<file path="src/rtl/casc_counter_pkg.sv">
// Shared types for the cascadable counter.
// Assumes: nothing beyond IEEE 1800-2017.
package casc_counter_pkg;

    // Operation chosen for the next rising edge (clear is handled separately, asynchronously)
    typedef enum logic [1:0] {
        OP_HOLD = 2'd0,
        OP_LOAD = 2'd1,
        OP_INC  = 2'd2
    } cnt_op_e;

endpackage

</file>
<file path="src/rtl/casc_counter_ctrl.sv">
// Control decode: picks the synchronous operation by fixed priority
// (load, then count, then hold). Assumes clear is applied downstream.
module casc_counter_ctrl
    import casc_counter_pkg::*;
(
    input  logic    ld_n,
    input  logic    cnt_en,
    input  logic    carry_in,
    output cnt_op_e op
);

    // Priority decode of the preset strobe and the two count enables
    always_comb begin
        if (!ld_n) begin
            op = OP_LOAD;
        end else if (cnt_en && carry_in) begin
            op = OP_INC;
        end else begin
            op = OP_HOLD;
        end
    end

endmodule

</file>
<file path="src/rtl/casc_counter_next.sv">
// Next-state logic: look-ahead incrementer plus a selector for the operation.
// Assumes WIDTH >= 1. Each bit toggles when all lower bits are one.
module casc_counter_next
    import casc_counter_pkg::*;
#(
    parameter int WIDTH = 4
) (
    input  cnt_op_e          op,
    input  logic [WIDTH-1:0] cur,
    input  logic [WIDTH-1:0] din,
    output logic [WIDTH-1:0] nxt
);

    logic [WIDTH-1:0] toggle;
    logic [WIDTH-1:0] inc_val;

    // Look-ahead toggle chain: bit 0 always toggles
    assign toggle[0] = 1'b1;
    for (genvar i = 1; i < WIDTH; i++) begin : g_look
        assign toggle[i] = toggle[i-1] & cur[i-1];
    end

    assign inc_val = cur ^ toggle;

    // Select the next value from the decoded operation
    always_comb begin
        unique case (op)
            OP_LOAD: nxt = din;
            OP_INC:  nxt = inc_val;
            default: nxt = cur;
        endcase
    end

endmodule

</file>
<file path="src/rtl/casc_counter_reg.sv">
// State register with active-low asynchronous clear.
// Assumes clr_n is synchronised to clk by the user on release.
module casc_counter_reg #(
    parameter int WIDTH = 4
) (
    input  logic             clk,
    input  logic             clr_n,
    input  logic [WIDTH-1:0] nxt,
    output logic [WIDTH-1:0] cur
);

    // Hold the count; clear wins immediately, otherwise capture nxt on the rising edge
    always_ff @(posedge clk or negedge clr_n) begin
        if (!clr_n) begin
            cur <= '0;
        end else begin
            cur <= nxt;
        end
    end

endmodule

</file>
<file path="src/rtl/casc_counter_carry.sv">
// Terminal-count detector: combinational, so a carry_in change reaches
// carry_out without a clock. Assumes cur comes straight from the register.
module casc_counter_carry #(
    parameter int WIDTH = 4
) (
    input  logic             carry_in,
    input  logic [WIDTH-1:0] cur,
    output logic             carry_out
);

    // Flag the all-ones state, qualified only by the chaining enable
    always_comb begin
        carry_out = carry_in && (&cur);
    end

endmodule

</file>
<file path="src/rtl/casc_counter.sv">
// Top: one cascadable counter stage. Chain stages by wiring carry_out to the
// next carry_in and sharing clk, clr_n, ld_n and cnt_en.
module casc_counter
    import casc_counter_pkg::*;
#(
    parameter int WIDTH = 4
) (
    input  logic             clk,
    input  logic             clr_n,
    input  logic             ld_n,
    input  logic             cnt_en,
    input  logic             carry_in,
    input  logic [WIDTH-1:0] din,
    output logic [WIDTH-1:0] q,
    output logic             carry_out
);

    cnt_op_e          op;
    logic [WIDTH-1:0] cur;
    logic [WIDTH-1:0] nxt;

    casc_counter_ctrl u_ctrl (
        .ld_n     (ld_n),
        .cnt_en   (cnt_en),
        .carry_in (carry_in),
        .op       (op)
    );

    casc_counter_next #(.WIDTH(WIDTH)) u_next (
        .op  (op),
        .cur (cur),
        .din (din),
        .nxt (nxt)
    );

    casc_counter_reg #(.WIDTH(WIDTH)) u_reg (
        .clk   (clk),
        .clr_n (clr_n),
        .nxt   (nxt),
        .cur   (cur)
    );

    casc_counter_carry #(.WIDTH(WIDTH)) u_carry (
        .carry_in  (carry_in),
        .cur       (cur),
        .carry_out (carry_out)
    );

    assign q = cur;

endmodule

</file>
<file path="config.mk">
export PLATFORM = sky130hd
export DESIGN_NAME = casc_counter
export DESIGN_NICKNAME = d
export VERILOG_FILES = /design/src/rtl/casc_counter_pkg.sv /design/src/rtl/casc_counter_ctrl.sv /design/src/rtl/casc_counter_next.sv /design/src/rtl/casc_counter_reg.sv /design/src/rtl/casc_counter_carry.sv /design/src/rtl/casc_counter.sv
export SDC_FILE = /design/constraint.sdc
export NUM_CORES = 1
export LEC_CHECK = 0
export BUFFER_PORTS_ARGS = -buffer_cell sky130_fd_sc_hd__buf_2
export CORE_AREA = 4 4 41 43
export DETAILED_ROUTE_END_ITERATION = 7
export DIE_AREA = 0 0 45 47
export PLACE_DENSITY_LB_ADDON = 0.2
export SLEW_MARGIN = 20
export SYNTH_ARGS = -nofsm -noshare
export SYNTH_HDL_FRONTEND = slang
export SYNTH_SLANG_ARGS = --single-unit
</file>
<file path="constraint.sdc">
create_clock -name clk -period 1.26 [get_ports clk]
set_input_delay 0.189 -clock clk [delete_from_list [all_inputs] [get_ports clk]]
set_output_delay 0.189 -clock clk [all_outputs]
set_load 0.02 [all_outputs]
</file>
## Word level (Yosys, flattened, before mapping)

Cells that the tools add are included.

- $add $sub $neg: 0
- Multiply operators: 0
- Divide/modulo/power cells: 0
- $lt $le $gt $ge: 0
- Equality and inequality tests: 2
- Shift-type cells: 0
- Multiplexer cells: 3
- Bitwise logic cells: 3
- Reductions and logical operators: 4

Operator list:

| cell | count |
|---|---|
| case mux 4 bit (2 select lines) | 1 |
| two-way mux 2 bit | 2 |
| AND reduction 4 bit | 1 |
| bitwise XOR 4 bit | 1 |
| bitwise AND 1 bit | 2 |
| == test 2 x 1 -> 1 bit (second input constant) | 1 |
| == test 2 bit (second input constant) | 1 |
| logical AND 1 bit | 2 |
| nonzero test 2 bit | 1 |

- Register bits: 4
- Bits in latches: 0
- RAM bits: 0
- Memory bits (read-only): 0
- Input port bits: 9
- Word-level logic and storage cells: 13
- Memories: 0

## Depth between registers and ports, before layout

- Depth after elaboration: 5
- Gate-level depth with buffers: 5
- Depth with buffers taken out: 5

## Cells and area by module

A second synthesis with hierarchy kept.

- Cell total of the unflattened synthesis: 31
- Area total of the unflattened synthesis: 275.3 um2

By module, submodules not included:

| module | instances | cells an instance | area each (um2) | seq. area each (um2) |
|---|---|---|---|---|
| casc_counter_next | 1 | 22 | 152.6 | 0.0 |
| casc_counter_reg | 1 | 4 | 100.1 | 100.1 |
| casc_counter_carry | 1 | 3 | 12.5 | 0.0 |
| casc_counter_ctrl | 1 | 2 | 10.0 | 0.0 |

## Worst setup path after synthesis

Ideal clock, no wire load.

- Path kind: reg-to-reg
- Start point: reg u_reg.cur[0]
- End point: reg u_reg.cur[3]
- Data arrival time: 1.151 ns
- Setup slack: -0.016 ns
- Cell stages (with the launch flop): 6
- Clock period less this slack: 1.276 ns
- Cell sequence: dfrtp_1 ha_1 ha_1 nand3_1 xor2_1 a21oi_1

- Word-level cells in the longest chain between the ends: 4

Ends and longest elaborated chain:

| element | RTL line | text |
|---|---|---|
| start: declaration | casc_counter_reg.sv:9 | `output logic [WIDTH-1:0] cur` |
| start signal: assignment | casc_counter_reg.sv:17 | `cur <= nxt;` |
| bitwise AND 1 bit (2 in a row) | casc_counter_next.sv:20 | `assign toggle[i] = toggle[i-1] & cur[i-1];` |
| bitwise XOR 4 bit | casc_counter_next.sv:23 | `assign inc_val = cur ^ toggle;` |
| case mux 4 bit (2 select lines) | casc_counter_next.sv:27 | `unique case (op)` |

Every way passes these cells.
A chain may end at the register's enable or synchronous reset.

## Worst setup path after layout

- Start point: reg u_reg.cur[1]
- End point: out carry_out

- Word-level cells in the longest chain between the ends: 2

Ends and longest elaborated chain:

| element | RTL line | text |
|---|---|---|
| AND reduction 4 bit | casc_counter_carry.sv:13 | `carry_out = carry_in && (&cur);` |
| logical AND 1 bit | casc_counter_carry.sv:13 |  |
| end: declaration | casc_counter.sv:15 | `output logic carry_out` |

Every way passes these cells.

==> results.tsv <==
stage	metric	value	unit
run_status	outcome	complete, but fails checks	
run_status	violations	negative setup slack	
final_layout	post_route_cells_drive_above_1_share	55.00	%
critical_path	worstSetupStartpointType	register	
pwr	seq_power_share	35.1	%
yosys	ys_types	10	
sta	post-route-period-util	101.1	%
floorplan	std_cell_rows	13	
critical_path	r2r-start	u_reg.cur[1]$_DFFE_PN0P_	
final_layout	largest_register	u_reg.cur	
pwr	p_leak	0.1792	nW
critical_path	r2r_setup_slack	0.08	ns
final_layout	area.growth.synth_to_final	66.48	%
yosys	synth_seq_cells	4	
pwr	worst_ir_drop_vdd	0.5987	mV
placement	numPortBuffers	13	
final_layout	design_area	372.9	um2
final_layout	finalCoreUtilization	28.65	%
grt	grt_antenna_before_repair	0	
placement	placer_s_final_routability_congestion_estimate	0.6634	
floorplan	start_util	17.21	%
sta	worst_pin_slew	0.1179	ns
pwr	pwr-share-comb	27.0	%
final_layout	largest_register_ff_count	4	
final_layout	ant_diodes	0	
yosys	synth_largest_area_cell	sky130_fd_sc_hd__dfrtp_1	
grt	grt_max_degree	9	
yosys	synthesis.area	224.0	um2
cts	htreeDepth	1	
detailed_routing	routedWlPerCell	9.673	um
detailed_routing	drtPass1Iterations	2	
yosys	synthesized_netlist_net_count	33	
final_layout	nNetsFinal	52	
cts	clock_latency	0.24	ns
grt	first_global_vias	240	
critical_path	slowest_delay	0.39	ns
pwr	total_switching_power	0.0001357	W
floorplan	die-area	0.002115	mm2
detailed_routing	via_count	228	
yosys	synth.top_cell.area_share	44.69	%
critical_path	critPathLaunch	u_reg.cur[1]$_DFFE_PN0P_	
sta	finalCriticalPeriod	1.274	ns
pwr	switching_share	29.47	%
yosys	postSynth.topFlopCell	sky130_fd_sc_hd__dfrtp_1	
grt	first_pass_grt_wire_length	938	um
critical_path	path_max_fanout	3	
cts	clock_edge_transition_at_the_registers_on_the_reported_setup_and_hold_paths	0.04	ns
cts	clock_sink_count	4	
sta	tns	-0.01374	ns
sta	timing_hold_violations_final	0	
sta	skew	0.005875	ns
critical_path	timing.critical_path.required	1.07	ns
sta	post-route-worst-setup-slack	-0.01374	ns
critical_path	setup.worst_path.end	carry_out	
yosys	synth-async-reset-ratio	100.0	%
run	max_cap_violations	0	
floorplan	core_area	0.001301	mm2
cts	tritoncts_buffer_count	3	
sta	timing_max_transition_violations_final	0	
grt	gr-usage-all-layers	6.418	%
yosys	synth.cells.most_frequent	4 x sky130_fd_sc_hd__a21oi_1, 4 x sky130_fd_sc_hd__dfrtp_1, 4 x sky130_fd_sc_hd__nor2_1	
critical_path	critical_path_arrival	1.08	ns
yosys	post_synth_inst_count	22	
pwr	sum_of_internal_switching_and_leakage_power	0.0004606	W
floorplan	design.portCount	14	
pwr	clock_power_share	37.9	%
grt	grt.overflow.total	0	
yosys	number_of_enable_flip_flop_cells_after_synthesis	0	
critical_path	critical_path.slowest_cell	sky130_fd_sc_hd__dfrtp_1	
pwr	cellInternalPower	0.0003248	W
floorplan	dieWidth	45	um
pwr	power_density	1235	mW/mm2
yosys	share_of_the_yosys_chip_area_belonging_to_registers	44.69	%
critical_path	reg2regPathDepth	5	
yosys	yosys_warnings	0	
critical_path	cells_along_the_critical_path	ha_4, and4_4, buf_6	
yosys	synth.avg_cell_area	10.18	um2
worst_hold_path	hold_class	in2reg	
cts	clock_path_buffers	2	
detailed_routing	route.final.wire_length	532	um
critical_path	reg2reg_to	u_reg.cur[3]$_DFFE_PN0P_	
critical_path	worst_setup_path_type	reg2out	
sta	number_of_endpoints_failing_setup_at_the_final_stage	1	
detailed_routing	final_antenna_net_count	0	
placement	dpl-instance-area	311.5	um2
detailed_routing	post-route-drc-count	0	
cts	clock_tree_from_tritoncts	built	
detailed_routing	drt_iter0_drc	1	
yosys	cells_taking_the_most_area_after_synthesis	sky130_fd_sc_hd__dfrtp_1 45%, sky130_fd_sc_hd__ha_1 11%, sky130_fd_sc_hd__a21oi_1 8.9%	
sta	clock.fmax	0.7851	GHz
detailed_routing	via_per_inst	4.145	
placement	placedCellCount	50	
floorplan	die_y	47	um
final_layout	largest_registers	u_reg.cur: 4 flops	
sta	timing.slew.headroom	91.92	%
final_layout	finalNonFillerCells	55	
critical_path	setup.worst_path.end_class	primary output	
sta	grt_setup_unrepaired	true	
cts	clock-root-buffer	sky130_fd_sc_hd__clkbuf_4	
-- power groups by stage --
stage | combinational, W | clock, W | sequential [W]
detailed placement | 0.000114 | 0 | 0.000159
global placement | 0.000112 | 0 | 0.000158
floorplan | 0.0000462 | 0 | 0.000179
CTS | 0.000125 | 0.000184 | 0.000162
global route | 0.000141 | 0.000204 | 0.000164
finish | 0.000124 | 0.000175 | 0.000162
-- layout make-up --
type	count	area, um2
Sequential cell	4	101.3
Multi-Input combinational cell	17	137.6
Tap cell	15	18.77
Clock buffer	4	26.28
Timing Repair Buffer	15	88.84
Fill cell	153	928.4
-- layout by cell type (no fill, tap or decap) --
master / instances
sky130_fd_sc_hd__a21oi_1: 4
sky130_fd_sc_hd__and4_4: 1
sky130_fd_sc_hd__buf_2: 12
sky130_fd_sc_hd__buf_4: 1
sky130_fd_sc_hd__buf_6: 1
sky130_fd_sc_hd__clkbuf_1: 1
sky130_fd_sc_hd__clkbuf_4: 3
sky130_fd_sc_hd__dfrtp_1: 3
sky130_fd_sc_hd__dfrtp_2: 1
sky130_fd_sc_hd__dlygate4sd3_1: 1
sky130_fd_sc_hd__ha_1: 1
sky130_fd_sc_hd__ha_4: 1
sky130_fd_sc_hd__mux2i_1: 2
sky130_fd_sc_hd__nand2_2: 1
sky130_fd_sc_hd__nand3_2: 1
sky130_fd_sc_hd__nor2_1: 4
sky130_fd_sc_hd__xor2_1: 2
-- worst min path at each step --
stage | from | cells after the start | slack (ns) | end
detailed placement | clr_n | 1 | 0.003 | u_reg.cur[1]$_DFFE_PN0P_
global route | din[3] | 3 | 0.20 | u_reg.cur[3]$_DFFE_PN0P_
finish | din[3] | 3 | 0.20 | u_reg.cur[3]$_DFFE_PN0P_
CTS | din[3] | 3 | 0.20 | u_reg.cur[3]$_DFFE_PN0P_
floorplan | clr_n | 0 | -0.11 | u_reg.cur[0]$_DFFE_PN0P_
global placement | clr_n | 1 | 0.0004 | u_reg.cur[1]$_DFFE_PN0P_
-- layer usage --
layer | vias to the layer above | wire, um | share of wire (%) | track usage [%]
li1 | 113 | - | - | -
met1 | 103 | 239 | 45 | 6.651
met3 | 0 | 57 | 11 | 4.981
met2 | 12 | 235 | 44 | 10.17
met5 | - | 0 | 0 | 0
met4 | 0 | 0 | 0 | 1.754
-- metrics by stage --
| step | hold slack, ns | worst slack [ns] |
|---|---|---|
| 2_1_floorplan | -0.1066 | 0.01236 |
| 3_3_place_gp | 0.0003821 | 0.03248 |
| 3_5_place_dp | 0.002968 | 0.04159 |
| 4_1_cts | 0.2003 | -0.04242 |
| 5_1_grt | 0.2003 | -0.08004 |
| 6_report | 0.2010 | -0.01374 |
-- cell families (layout without fill, tap and decap cells) --
family                   count (synthesis)  in the layout  synth area share (%)
flip-flops                               4              4                 44.69
multiplexers                             2              2                 8.939
AO/OA/AOI/OAI                            4              4                 8.939
XOR/XNOR                                 2              2                 7.823
adder cells (fa/ha/maj)                  2              2                 11.17
buffers and inverters                    1             19                 2.232
AND/OR/NAND/NOR                          7              7                 16.20
-- worst max-delay path, delay by kind of cell (launching register included) --
family        cells  cell delay [ns]
fa+ha+maj         1             0.15
flops             1             0.39
buf+inv           1             0.11
simple gates      1             0.19
-- timing repair --
item,in CTS,in global routing
endpoints found under the hold margin,4,0
setup buffers,0,0
endpoints found under the setup margin,1,2
gates resized for setup,5,1
pin swaps,2,1
hold buffers,1,0
(Power assumes the default switching activity.)
